$ cat src/rtl/vrx_pkg.sv
package vrx_pkg;
   localparam int SPEC_W = 3;

   typedef enum logic [1:0] {
      ET_NONE = 2'd0,
      ET_TWO  = 2'd1,
      ET_THREE = 2'd2,
      ET_RSVD = 2'd3
   } ext_type_e;

   typedef struct packed {
      logic       vec;
      logic [1:0] bits;
   } spec_t;
endpackage

$ cat src/rtl/vrx_slot_pick.sv
module vrx_slot_pick #(
   parameter int EXT_W = 9
) (
   input  logic [EXT_W-1:0] ext_field,
   input  logic [1:0]       ext_type,
   input  logic [2:0]       slot_idx,
   output vrx_pkg::spec_t   spec
);
   import vrx_pkg::*;

   localparam int N3 = EXT_W / 3;
   localparam int N2 = EXT_W / 2;

   if (N3 < 1 || N2 < 1 || N2 > 7)
      $error("vrx_slot_pick: EXT_W out of range");

   logic [2:0] f3 [N3];
   logic [1:0] f2 [N2];

   for (genvar k = 0; k < N3; k++) begin : g_three
      assign f3[k] = ext_field[3*k +: 3];
   end
   for (genvar k = 0; k < N2; k++) begin : g_two
      assign f2[k] = ext_field[2*k +: 2];
   end

   logic [2:0] slot;
   assign slot = slot_idx - 3'd1;

   always_comb begin
      spec = '0;
      if (slot_idx != 3'd0) begin
         unique case (ext_type_e'(ext_type))
            ET_THREE: begin
               for (int k = 0; k < N3; k++)
                  if (slot == 3'(k)) spec = f3[k];
            end
            ET_TWO: begin
               for (int k = 0; k < N2; k++)
                  if (slot == 3'(k)) spec = {f2[k], 1'b0};
            end
            default: spec = '0;
         endcase
      end
   end

   // a two-bit slot never produces a set lowest spec bit
   always_comb begin
      if (ext_type == 2'd1)
         a_r3_two_low_zero: assert (spec.bits[0] == 1'b0);
   end
endmodule

$ cat src/rtl/vrx_widen.sv
module vrx_widen #(
   parameter int BASE_W = 5,
   parameter int REG_W  = 7
) (
   input  logic [BASE_W-1:0] base_num,
   input  vrx_pkg::spec_t    spec,
   output logic [REG_W-1:0]  reg_num,
   output logic              is_vec
);
   localparam int PAD = REG_W - BASE_W;

   assign is_vec = spec.vec;

   if (BASE_W == 5) begin : g_gpr
      if (REG_W < BASE_W + 2) $error("vrx_widen: REG_W too small");
      always_comb begin
         if (spec.vec) reg_num = REG_W'({base_num, spec.bits});
         else          reg_num = REG_W'({spec.bits, base_num});
      end
      always_comb begin
         if (is_vec)
            a_r7_base_high: assert (reg_num[BASE_W+1:2] == base_num);
         else
            a_r6_base_low: assert (reg_num[BASE_W-1:0] == base_num);
      end
   end else if (BASE_W == 3) begin : g_cr
      if (REG_W < BASE_W + 4) $error("vrx_widen: REG_W too small");
      always_comb begin
         if (spec.vec) reg_num = REG_W'({base_num, spec.bits, 2'b00});
         else          reg_num = REG_W'({spec.bits, base_num});
      end
      always_comb begin
         if (is_vec)
            a_r9_low_fill: assert (reg_num[1:0] == 2'b00 && reg_num[BASE_W+3:4] == base_num);
         else
            a_r8_base_low: assert (reg_num[BASE_W-1:0] == base_num && reg_num[REG_W-1:BASE_W+2] == '0);
      end
   end else begin : g_bad
      $error("vrx_widen: BASE_W must be 5 or 3");
      assign reg_num = {{PAD{1'b0}}, base_num};
   end
endmodule

$ cat src/rtl/vrx_reg_extend.sv
module vrx_reg_extend #(
   parameter int BASE_W = 5,
   parameter int EXT_W  = 9,
   parameter int REG_W  = 7
) (
   input  logic [BASE_W-1:0] base_num,
   input  logic [EXT_W-1:0]  ext_field,
   input  logic [1:0]        ext_type,
   input  logic [2:0]        slot_idx,
   output logic [REG_W-1:0]  reg_num,
   output logic              is_vec
);
   vrx_pkg::spec_t spec;

   vrx_slot_pick #(.EXT_W(EXT_W)) u_pick (
      .ext_field(ext_field),
      .ext_type (ext_type),
      .slot_idx (slot_idx),
      .spec     (spec)
   );

   vrx_widen #(.BASE_W(BASE_W), .REG_W(REG_W)) u_widen (
      .base_num(base_num),
      .spec    (spec),
      .reg_num (reg_num),
      .is_vec  (is_vec)
   );

   always_comb begin
      if (ext_type == 2'd0 || ext_type == 2'd3)
         a_r1_none_passthru: assert (reg_num == REG_W'(base_num) && !is_vec);
      if (slot_idx == 3'd0 || slot_idx > 3'd4 || (slot_idx == 3'd4 && ext_type == 2'd2))
         a_r5_unused_slot: assert (reg_num == REG_W'(base_num) && !is_vec);
   end
endmodule

$ cat config.mk
export PLATFORM = sky130hd
export DESIGN_NAME = vrx_reg_extend
export DESIGN_NICKNAME = d
export VERILOG_FILES = /design/src/rtl/vrx_pkg.sv /design/src/rtl/vrx_slot_pick.sv /design/src/rtl/vrx_widen.sv /design/src/rtl/vrx_reg_extend.sv
export SDC_FILE = /design/constraint.sdc
export NUM_CORES = 1
export LEC_CHECK = 0
export ABC_AREA = 0
export BUFFER_PORTS_ARGS = -buffer_cell sky130_fd_sc_hd__clkbuf_2
export CORE_AREA = 2 2 39 41
export DETAILED_ROUTE_END_ITERATION = 10
export DIE_AREA = 0 0 41 43
export GPL_TIMING_DRIVEN = 0
export PLACE_DENSITY = 0.59
export RECOVER_POWER = 25
export SYNTH_ARGS = -nofsm -noshare
export SYNTH_HDL_FRONTEND = slang
export SYNTH_SLANG_ARGS = --single-unit
export TNS_END_PERCENT = 50
$ cat constraint.sdc
create_clock -name vclk -period 2.4
set_input_delay 0.36 -clock vclk [all_inputs]
set_output_delay 0.36 -clock vclk [all_outputs]
set_load 0.02 [all_outputs]
== Yosys cells after proc, flatten, opt, wreduce, memory -nomap -nowiden ==
Index checks and enable logic that the tools add are counted.

* Logic and storage cells: 18
* Input port bits: 19
* Output and inout port bits: 8
* Bits in registers: 0

* Eq/ne operators: 5
* Reductions and logical operators: 2
* Mux-type cells: 10
* $add $sub $neg: 1

{| class="wikitable"
|+ Operator list
! cell !! number
|-
| 3-bit 2-to-1 mux || 8
|-
| 7-bit 2-to-1 mux || 1
|-
| 3-bit by 2-bit == test with 1-bit output (second input constant) || 2
|-
| 3-bit one-hot mux with 2 select lines || 1
|-
| 3-bit by 1-bit == test with 1-bit output (second input constant) || 1
|-
| 3-bit logical NOT || 1
|-
| 3-bit nonzero test || 1
|-
| 3-bit by 1-bit subtractor with 3-bit output (second input constant) || 1
|-
| 2-bit by 1-bit == test with 1-bit output (second input constant) || 1
|-
| 2-bit == test (second input constant) || 1
|}

== Longest topological paths before layout ==
Gate-level depths: netlist of run 1.

* Depth in word-level cells: 9
* Gate-level depth with buffers: 7
* Mapped depth without buffers: 7

== Cells and area by module ==
Synthesis of run 1 repeated with hierarchy kept, for this count alone.

* Cell total of the unflattened synthesis: 37
* Area, all modules: 357.8 um^2

{| class="wikitable"
|+ By module, submodules not included
! module !! area an instance (um^2) !! instances !! cells each !! sequential area each (um^2)
|-
| vrx_slot_pick || 234.0 || 1 || 28 || 0.0
|-
| vrx_widen || 123.9 || 1 || 9 || 0.0
|}

== Least setup slack after synthesis of run 1 ==
Ideal clock, no wire load.

* Path kind: input to output
* Start: input slot_idx[0]
* End: output reg_num[6]
* Arrival time: 1.761 ns
* Buffers on the path: 0
* Setup slack: 0.279 ns
* Data required time: 2.040 ns
* Cell stages on the path: 5
* Path through: mux2_2 -> a311oi_2 -> o32ai_4 -> mux2i_1 -> nor3_1

* Word-level cells in the longest chain between the ends: 9
* Elaborated cells between the ends (all ways): 16
* Those cells by class: 1 x add/sub; 3 x eq/ne; 10 x mux; 2 x reduce/logical

{| class="wikitable"
|+ Ends and longest elaborated chain
! what !! line !! RTL
|-
| start, declared || vrx_reg_extend.sv:9 || <nowiki>input logic [2:0] slot_idx,</nowiki>
|-
| 3-bit by 1-bit subtractor with 3-bit output || vrx_slot_pick.sv:28 || <nowiki>assign slot = slot_idx - 3'd1;</nowiki>
|-
| 3-bit logical NOT || vrx_slot_pick.sv:36, vrx_slot_pick.sv:40 ||
|-
| 3-bit 2-to-1 mux (4 in series) || vrx_slot_pick.sv:40 || <nowiki>if (slot == 3'(k)) spec = {f2[k], 1'b0};</nowiki>
|-
| 3-bit one-hot mux with 2 select lines || vrx_slot_pick.sv:33 || <nowiki>unique case (ext_type_e'(ext_type))</nowiki>
|-
| 3-bit 2-to-1 mux (*) || vrx_slot_pick.sv:32 || <nowiki>if (slot_idx != 3'd0) begin</nowiki>
|-
| 7-bit 2-to-1 mux (*) || vrx_widen.sv:17 || <nowiki>if (spec.vec) reg_num = REG_W'({base_num, spec.bits});</nowiki>
|-
| end, declared || vrx_reg_extend.sv:10 || <nowiki>output logic [REG_W-1:0] reg_num,</nowiki>
|}

Mark *: on every way between the ends. The rest lies on a longest branch, timed or not.

== Final worst setup path of run 1 ==
* Start: input slot_idx[0]
* End: output reg_num[1]

Same word-level chain as after synthesis.

==> results of run 1 <==
worst max-delay path, cell delays in order:
cell,delay (ns)
clkbuf_2,0.10
buf_4,0.17
nor3b_4,0.24
a311oi_2,0.09
o32ai_4,0.34
nand2_4,0.15
mux2_4,0.32
clkbuf_2,0.15
metrics by stage:
| stage | utilization (%) | std cells | instance area, um^2 | power [mW] |
|---|---|---|---|---|
| 4_1_cts | 39.15 | 83 | 541.8 | 0.09580 |
| 6_report | 38.88 | 83 | 538.0 | 0.09351 |
| 3_5_place_dp | 39.15 | 83 | 541.8 | 0.09520 |
| 2_1_floorplan | - | 41 | 391.6 | 0.06310 |
| 5_1_grt | 38.88 | 83 | 538.0 | 0.1019 |
| 3_3_place_gp | 39.15 | 83 | 541.8 | 0.09466 |
power breakdown:
part	internal (mW)	switching [mW]
logic	0.0467	0.0468
clock network	0	0
registers	0	0
final cells by class:
type	count	area [um^2]	share of cell area, %
Inverter	5	18.77	3.488
Timing Repair Buffer	26	130.1	24.19
Multi-Input combinational cell	34	350.3	65.12
Tap cell	16	20.02	3.721
Buffer	2	18.77	3.488
cell usage in the layout (no fill, tap or decap):
cell type	Yosys	routed
or3_1	1	1
nand2_4	1	1
mux2_4	6	6
nor2b_1	2	2
mux2i_1	1	1
mux2_2	3	3
inv_1	4	4
buf_6	2	1
nand2_1	1	1
buf_4	0	1
nor2_1	1	1
a21o_1	1	1
and3b_1	1	1
o32ai_4	1	1
a311oi_2	1	1
a21oi_1	3	3
o2111ai_1	1	1
nor3b_4	1	1
o221ai_1	1	1
o311ai_0	1	1
nand3_1	1	1
clkbuf_2	0	26
and4bb_1	1	1
inv_2	1	1
nor3b_1	1	1
ha_1	2	2
nor3_1	2	2
cell families after synthesis:
family | after synthesis | share of synthesized area (%)
simple gates | 13 | 25.56
mux | 10 | 34.19
compound gates | 9 | 23.32
buf+inv | 7 | 10.54
fa+ha+maj | 2 | 6.389
per-layer routing:
layer | wire length (um) | vias to the layer above | global-route usage [%]
met1 | 403 | 179 | 15.82
met4 | 0 | 0 | 0
met3 | 88 | 0 | 0
li1 | - | 210 | -
met5 | 0 | - | 0
met2 | 421 | 22 | 20.00
how the worst min path moves through the flow:
stage	slack (ns)	cells past startpoint	endpoint	startpoint
CTS	1.09	3	reg_num[2]	base_num[0]
detailed placement	1.09	3	reg_num[2]	base_num[0]
finish	1.09	3	reg_num[2]	base_num[0]
global placement	1.09	3	reg_num[3]	base_num[3]
global route	1.11	3	reg_num[4]	base_num[4]
floorplan	0.88	1	reg_num[0]	base_num[0]
==> results_dict.tcl, run 1 <==
set metrics [dict create \
    status "complete, no violations" \
    yosysTopAreaCellShare_pct 23.00 \
    syn_nets 62 \
    powerDensity_mw_per_mm2 173.8 \
    ant_nets 0 \
    diodes 0 \
    maxCapViolCount 0 \
    synth_common_cells "6 x mux2_4, 4 x inv_1, 3 x a21oi_1, 3 x mux2_2" \
    seq_area_frac_synth_pct 0 \
    fp.dieH_um 43 \
    postCtsHoldBufs 0 \
    synth_top_area_cell "mux2_4" \
    grt_setup_unrepaired "no" \
    seqCellArea_um2 0 \
    finalHoldWorstSlack_ns 1.090 \
    grt_max_degree 11 \
    row_count 14 \
    top_level_ports 27 \
    fp.coreArea_mm2 0.001384 \
    synthTopCellsByArea "mux2_4 23%, mux2_2 8.6%, o32ai_4 7.0%" \
    start_kind "primary input" \
    grt_pass1_vias 405 \
    grt.total_usage_pct 11.39 \
    max_freq_mhz 438.8 \
    drt_iter0_drc 1 \
    slew_viol_final 0 \
    antenna_found_initial 0 \
    ir_worst_vdd_mv 0.07308 \
    dp_hpwl_um 796.7 \
    critPathMaxFanout 10 \
    synth_area_um2 391.6 \
    finalSetupViolCount 0 \
    cts_resized 0 \
    cts_setup_buffers 0 \
    routedWlPerCell_um 11.01 \
    nFillCells 152 \
    worst_slew_pin_slew_ns 0.5245 \
    nFlopsAndLatches 0 \
    synth_most_common_cell "mux2_4" \
    yosysWarnings 0 \
    clock_buffers 0 \
    drive_gt1_share_pct 62.69 \
    cp.required_ns 2.04 \
    ys_types 25 \
    maxSlewHeadroom_pct 64.59 \
    grt_pass1_wl_um 1518 \
    gr-total-overflow 0 \
    port_buffers 26 \
    arrival_ns 1.92 \
    vias_per_cell 4.952 \
    fin_crit_ns 2.279 \
    timing.final.ws_setup_ns 0.1208 \
    drc 0 \
    crit_path_end "reg_num[1]" \
    nets 90 \
    setup_tns_ns 0 \
    period_share_pct 94.96 \
    power_leakage_nw 0.2943 \
    wl_um 914 \
    vias 411 \
    initial_core_util_pct 28.30 \
    synthCells 41 \
    hold_violations 0 \
    crit_path_end_kind "primary output" \
    dp_slack_ns 0.09420 \
    startpoint "slot_idx[0]" \
    avgSynthCellArea_um2 9.552 \
    dieWidth_um 41 \
    die_area_mm2 0.001763 \
    hp-class "in -> out" \
    area_growth_pct 37.38 \
    gp_congestion 0.7108 \
    critical_path_class "in -> out" \
    dr.pass1.iters 2 \
]
No activity file was read; power rests on OpenSTA's default activity.
==> run 2: changes to the inputs <==
Settings changed: PLACE_DENSITY 0.59 to 0.57, SYNTH_HIERARCHICAL from default to 1.
==> results_dict.tcl, run 2 <==
set metrics [dict create \
    arrival_ns 1.88 \
    ant_nets 0 \
    hp-class "in -> out" \
    synthTopCellsByArea "mux2_4 38%, a221oi_2 8.4%, ha_1 7.0%" \
    ir_worst_vdd_mv 0.05376 \
    hold_depth 3 \
    grt_max_degree 11 \
    powerDensity_mw_per_mm2 174.2 \
    critPathTopFamily "multiplexers" \
    instances_no_fill 79 \
    hp-start "base_num[4]" \
    fp.dieH_um 43 \
    maxCapViolCount 0 \
    drt_iter0_drc 5 \
    hold_end "reg_num[6]" \
    nFlopsAndLatches 0 \
    critPathMostFrequentCell "mux2_4" \
    diodes 0 \
    synth_most_common_cell "mux2_4" \
    nets 86 \
    layout_common_cells "26 x clkbuf_2, 9 x mux2_4, 3 x a21oi_1" \
    row_count 14 \
    crit_slowest_cell "mux2_4" \
    critPathMaxFanout 10 \
    synthCells 37 \
    drive_gt1_share_pct 68.25 \
    status "complete, no violations" \
    critical_path_class "in -> out" \
    antenna_found_initial 0 \
    yosysWarnings 6 \
    vias 370 \
    hold_violations 0 \
    crit_path_end_kind "primary output" \
    fin_crit_ns 2.236 \
    grt_pass1_wl_um 1193 \
    seqCellArea_um2 0 \
    grt_pass1_vias 319 \
    ys_types 21 \
    path_cells "buf_2 -> mux2_4 -> a221oi_2 -> o32ai_2 -> buf_6 -> mux2_4 -> clkbuf_2" \
    grt_setup_unrepaired "no" \
    finalPower_mw 0.08979 \
    start_kind "primary input" \
    dr.pass1.iters 2 \
    vias_per_cell 4.684 \
    synth_top_area_cell "mux2_4" \
    fp.coreArea_mm2 0.001384 \
    gr-total-overflow 0 \
    final_common_cell "clkbuf_2" \
    routedWlPerCell_um 9.582 \
    fin_util_pct 37.25 \
    setup_tns_ns 0 \
    seq_area_frac_synth_pct 0 \
    syn_nets 58 \
    worst_slew_pin_slew_ns 0.3098 \
    max_freq_mhz 447.2 \
    port_buffers 26 \
    area_growth_pct 44.06 \
    period_share_pct 93.17 \
    wl_um 757 \
    dp.cells 79 \
    dieWidth_um 41 \
    clock_buffers 0 \
    dp_hpwl_um 700.4 \
    maxSlewHeadroom_pct 79.28 \
    top_level_ports 27 \
    drc 0 \
    yosysTopAreaCellShare_pct 37.76 \
    gp_congestion 0.7557 \
    slowest_delay_ns 0.32 \
    cp.required_ns 2.04 \
    slew_viol_final 0 \
    grt.total_usage_pct 8.991 \
    worst-path-buf-inv 3 \
    die_area_mm2 0.001763 \
    power_leakage_nw 0.2664 \
    avgSynthCellArea_um2 9.671 \
    finalSetupViolCount 0 \
    initial_core_util_pct 25.86 \
    cts_setup_buffers 0 \
    synth_area_um2 357.8 \
    synth_common_cells "9 x mux2_4, 3 x a21oi_1" \
]
run 2: cell count changes after synthesis, sizes merged, moves of 2 or more:
cell	change
o21ai	+2
nor3	-2
inv	-3
a221oi	+2
run 2: what timing repair did:
action                     4_1_cts  5_1_grt
setup endpoints to repair        0        7
resized for setup                0        1
hold buffers                     0        0
run 2: cell type report:
class	count	area, um^2
inverters	2	7.507
plain buffers	3	23.77
well taps	16	20.02
fillers	155	868.3
multi-input cells	32	334.1
repair buffers	26	130.1
run 2: per-layer routing:
layer	wire [um]	vias up	part of all wire [%]	global-route usage [%]
li1	-	198	-	-
met1	322	157	43	11.71
met2	366	15	48	16.56
met3	67	0	8.9	0
met4	0	0	0	0
met5	0	-	0	0
run 2: power breakdown:
part	total (mW)	switching [mW]	internal [mW]	leakage (nW)
Clock	0	0	0	0
Combinational	0.0898	0.0419	0.0479	0.266
Sequential	0	0	0	0
Total	0.0898	0.0419	0.0479	0.266
run 2: per-stage QoR:
step	hold WS (ns)	setup WS, ns	cell area (um^2)
finish	1.089	0.1639	515.5
global route	1.108	0.01021	515.5
detailed placement	1.091	0.01638	508.0
CTS	1.092	0.01638	508.0
floorplan	0.8794	0.3392	357.8
global placement	1.087	0.01008	508.0
run 2: logic make-up (layout without fill, tap and decap cells):
logic type | Yosys count | count (layout) | share of synthesized area, %
AO/OA/AOI/OAI | 13 | 13 | 29.72
multiplexers | 10 | 10 | 40.91
AND/OR/NAND/NOR | 7 | 7 | 13.64
buffers and inverters | 5 | 31 | 8.741
adder cells (fa/ha/maj) | 2 | 2 | 6.992
run 2: worst max-delay path by stage:
stage / end / cells past startpoint / startpoint
5_1_grt: reg_num[2] / 7 / slot_idx[1]
3_5_place_dp: reg_num[5] / 8 / ext_type[0]
3_3_place_gp: reg_num[5] / 8 / ext_type[0]
6_report: reg_num[5] / 7 / slot_idx[0]
2_1_floorplan: reg_num[0] / 6 / ext_type[0]
4_1_cts: reg_num[5] / 8 / ext_type[0]
==> run 3: changes to the inputs <==
Settings changed: CELL_PAD_IN_SITES_DETAIL_PLACEMENT from default to 1, CELL_PAD_IN_SITES_GLOBAL_PLACEMENT from default to 2, CORE_AREA 2 2 39 41 to default, CORE_MARGIN from default to 10, CORE_UTILIZATION from default to 22, DIE_AREA 0 0 41 43 to default, PLACE_DENSITY 0.57 to 0.82, SKIP_LAST_GASP from default to 1.
==> results_dict.tcl, run 3 (synthesis gave the netlist of run 2 again) <==
set metrics [dict create \
    gp_congestion 0.7304 \
    row_count 14 \
    drive_gt1_share_pct 68.25 \
    grt_max_degree 11 \
    drc 0 \
    drt_iter0_drc 6 \
    arrival_ns 1.91 \
    nFillCells 210 \
    status "complete, no violations" \
    start_kind "primary input" \
    final_common_cell "clkbuf_2" \
    die_area_mm2 0.003640 \
    diodes 0 \
    dp.cells 79 \
    finalPower_mw 0.09219 \
    multiInputGateArea_um2 334.1 \
    grt_pass1_vias 452 \
    nFlopsAndLatches 0 \
    cp.required_ns 2.04 \
    initial_core_util_pct 23.48 \
    finalSetupViolCount 0 \
    vias_per_cell 4.987 \
    maxCapViolCount 0 \
    hp-class "in -> out" \
    vias 394 \
    fp.dieH_um 60.33 \
    grt.total_usage_pct 6.180 \
    top_level_ports 27 \
    powerDensity_mw_per_mm2 178.8 \
    wl_um 1155 \
    routedWlPerCell_um 14.62 \
    dr.pass1.iters 2 \
    worst_slew_pin_slew_ns 0.3356 \
    grt_pass1_wl_um 1911 \
    hold_depth 3 \
    seqCellArea_um2 0 \
    ir_worst_vdd_mv 0.03968 \
    dieWidth_um 60.33 \
    slew_viol_final 0 \
    grt_setup_unrepaired "no" \
    antenna_found_initial 0 \
    setup_tns_ns 0 \
    area_growth_pct 44.06 \
    clock_buffers 0 \
    fin_crit_ns 2.266 \
    nets 86 \
    cts_setup_buffers 0 \
    layout_common_cells "26 x clkbuf_2, 9 x mux2_4, 3 x a21oi_1" \
    max_freq_mhz 441.3 \
    postCtsHoldBufs 0 \
    critical_path_class "in -> out" \
    ant_nets 0 \
    crit_path_end_kind "primary output" \
    critPathMaxFanout 8 \
    instances_no_fill 79 \
    power_leakage_nw 0.2664 \
    port_buffers 26 \
    period_share_pct 94.41 \
    hold_violations 0 \
    gr-total-overflow 0 \
    fp.coreArea_mm2 0.001524 \
    maxSlewHeadroom_pct 77.56 \
    dp_hpwl_um 1018 \
]
run 3: cell counts in the layout (fill, tap and decap cells not counted):
No cell type changed its count.
run 3: layer usage:
layer	vias up	global-route usage (%)	routed length [um]	part of all wire, %
met5	-	0	0	0
met3	0	1.461	101	8.7
met2	13	12.21	613	53
met1	182	6.792	440	38
met4	0	0	0	0
li1	199	-	-	-
run 3: metrics by stage:
step	instance area (um^2)	util, %	worst slack [ns]	hold slack (ns)
after CTS	515.5	33.83	0.07955	1.097
after detailed placement	508.0	33.33	-0.008763	1.097
after global routing	515.5	33.83	0.02986	1.111
after floorplan	357.8	-	0.3392	0.8794
after global placement	508.0	33.33	0.03050	1.092
final	515.5	33.83	0.1341	1.091
run 3: worst max-delay path, cell delays in order:
cell	delay, ns
clkbuf_2	0.15
nor3b_1	0.28
a21oi_1	0.12
o32ai_2	0.33
buf_6	0.20
mux2_4	0.30
clkbuf_2	0.16
run 3: repair_timing:
item / CTS / global route
gates cloned: 0 / 0
pin swaps: 0 / 1
endpoints found under the hold margin: 0 / 0
setup endpoints to repair: 7 / 1
resized for setup: 1 / 0
run 3: final timing paths:
check / start / endpoint / slack, ns
worst min-delay path: base_num[3] / reg_num[3] / 1.09
worst max-delay path: slot_idx[1] / reg_num[2] / 0.13
run 3: area by class of cell:
| class | count | share of cell area [%] |
|---|---|---|
| multi-input combinational | 32 | 64.81 |
| tap | 16 | 3.883 |
| inverter | 2 | 1.456 |
| timing repair buffer | 26 | 25.24 |
| buffer | 3 | 4.612 |
run 3: power by group:
group / switching [mW] / total [mW] / leakage [nW] / internal [mW]
Sequential: 0 / 0 / 0 / 0
Combinational: 0.0441 / 0.0922 / 0.266 / 0.0480
Clock: 0 / 0 / 0 / 0
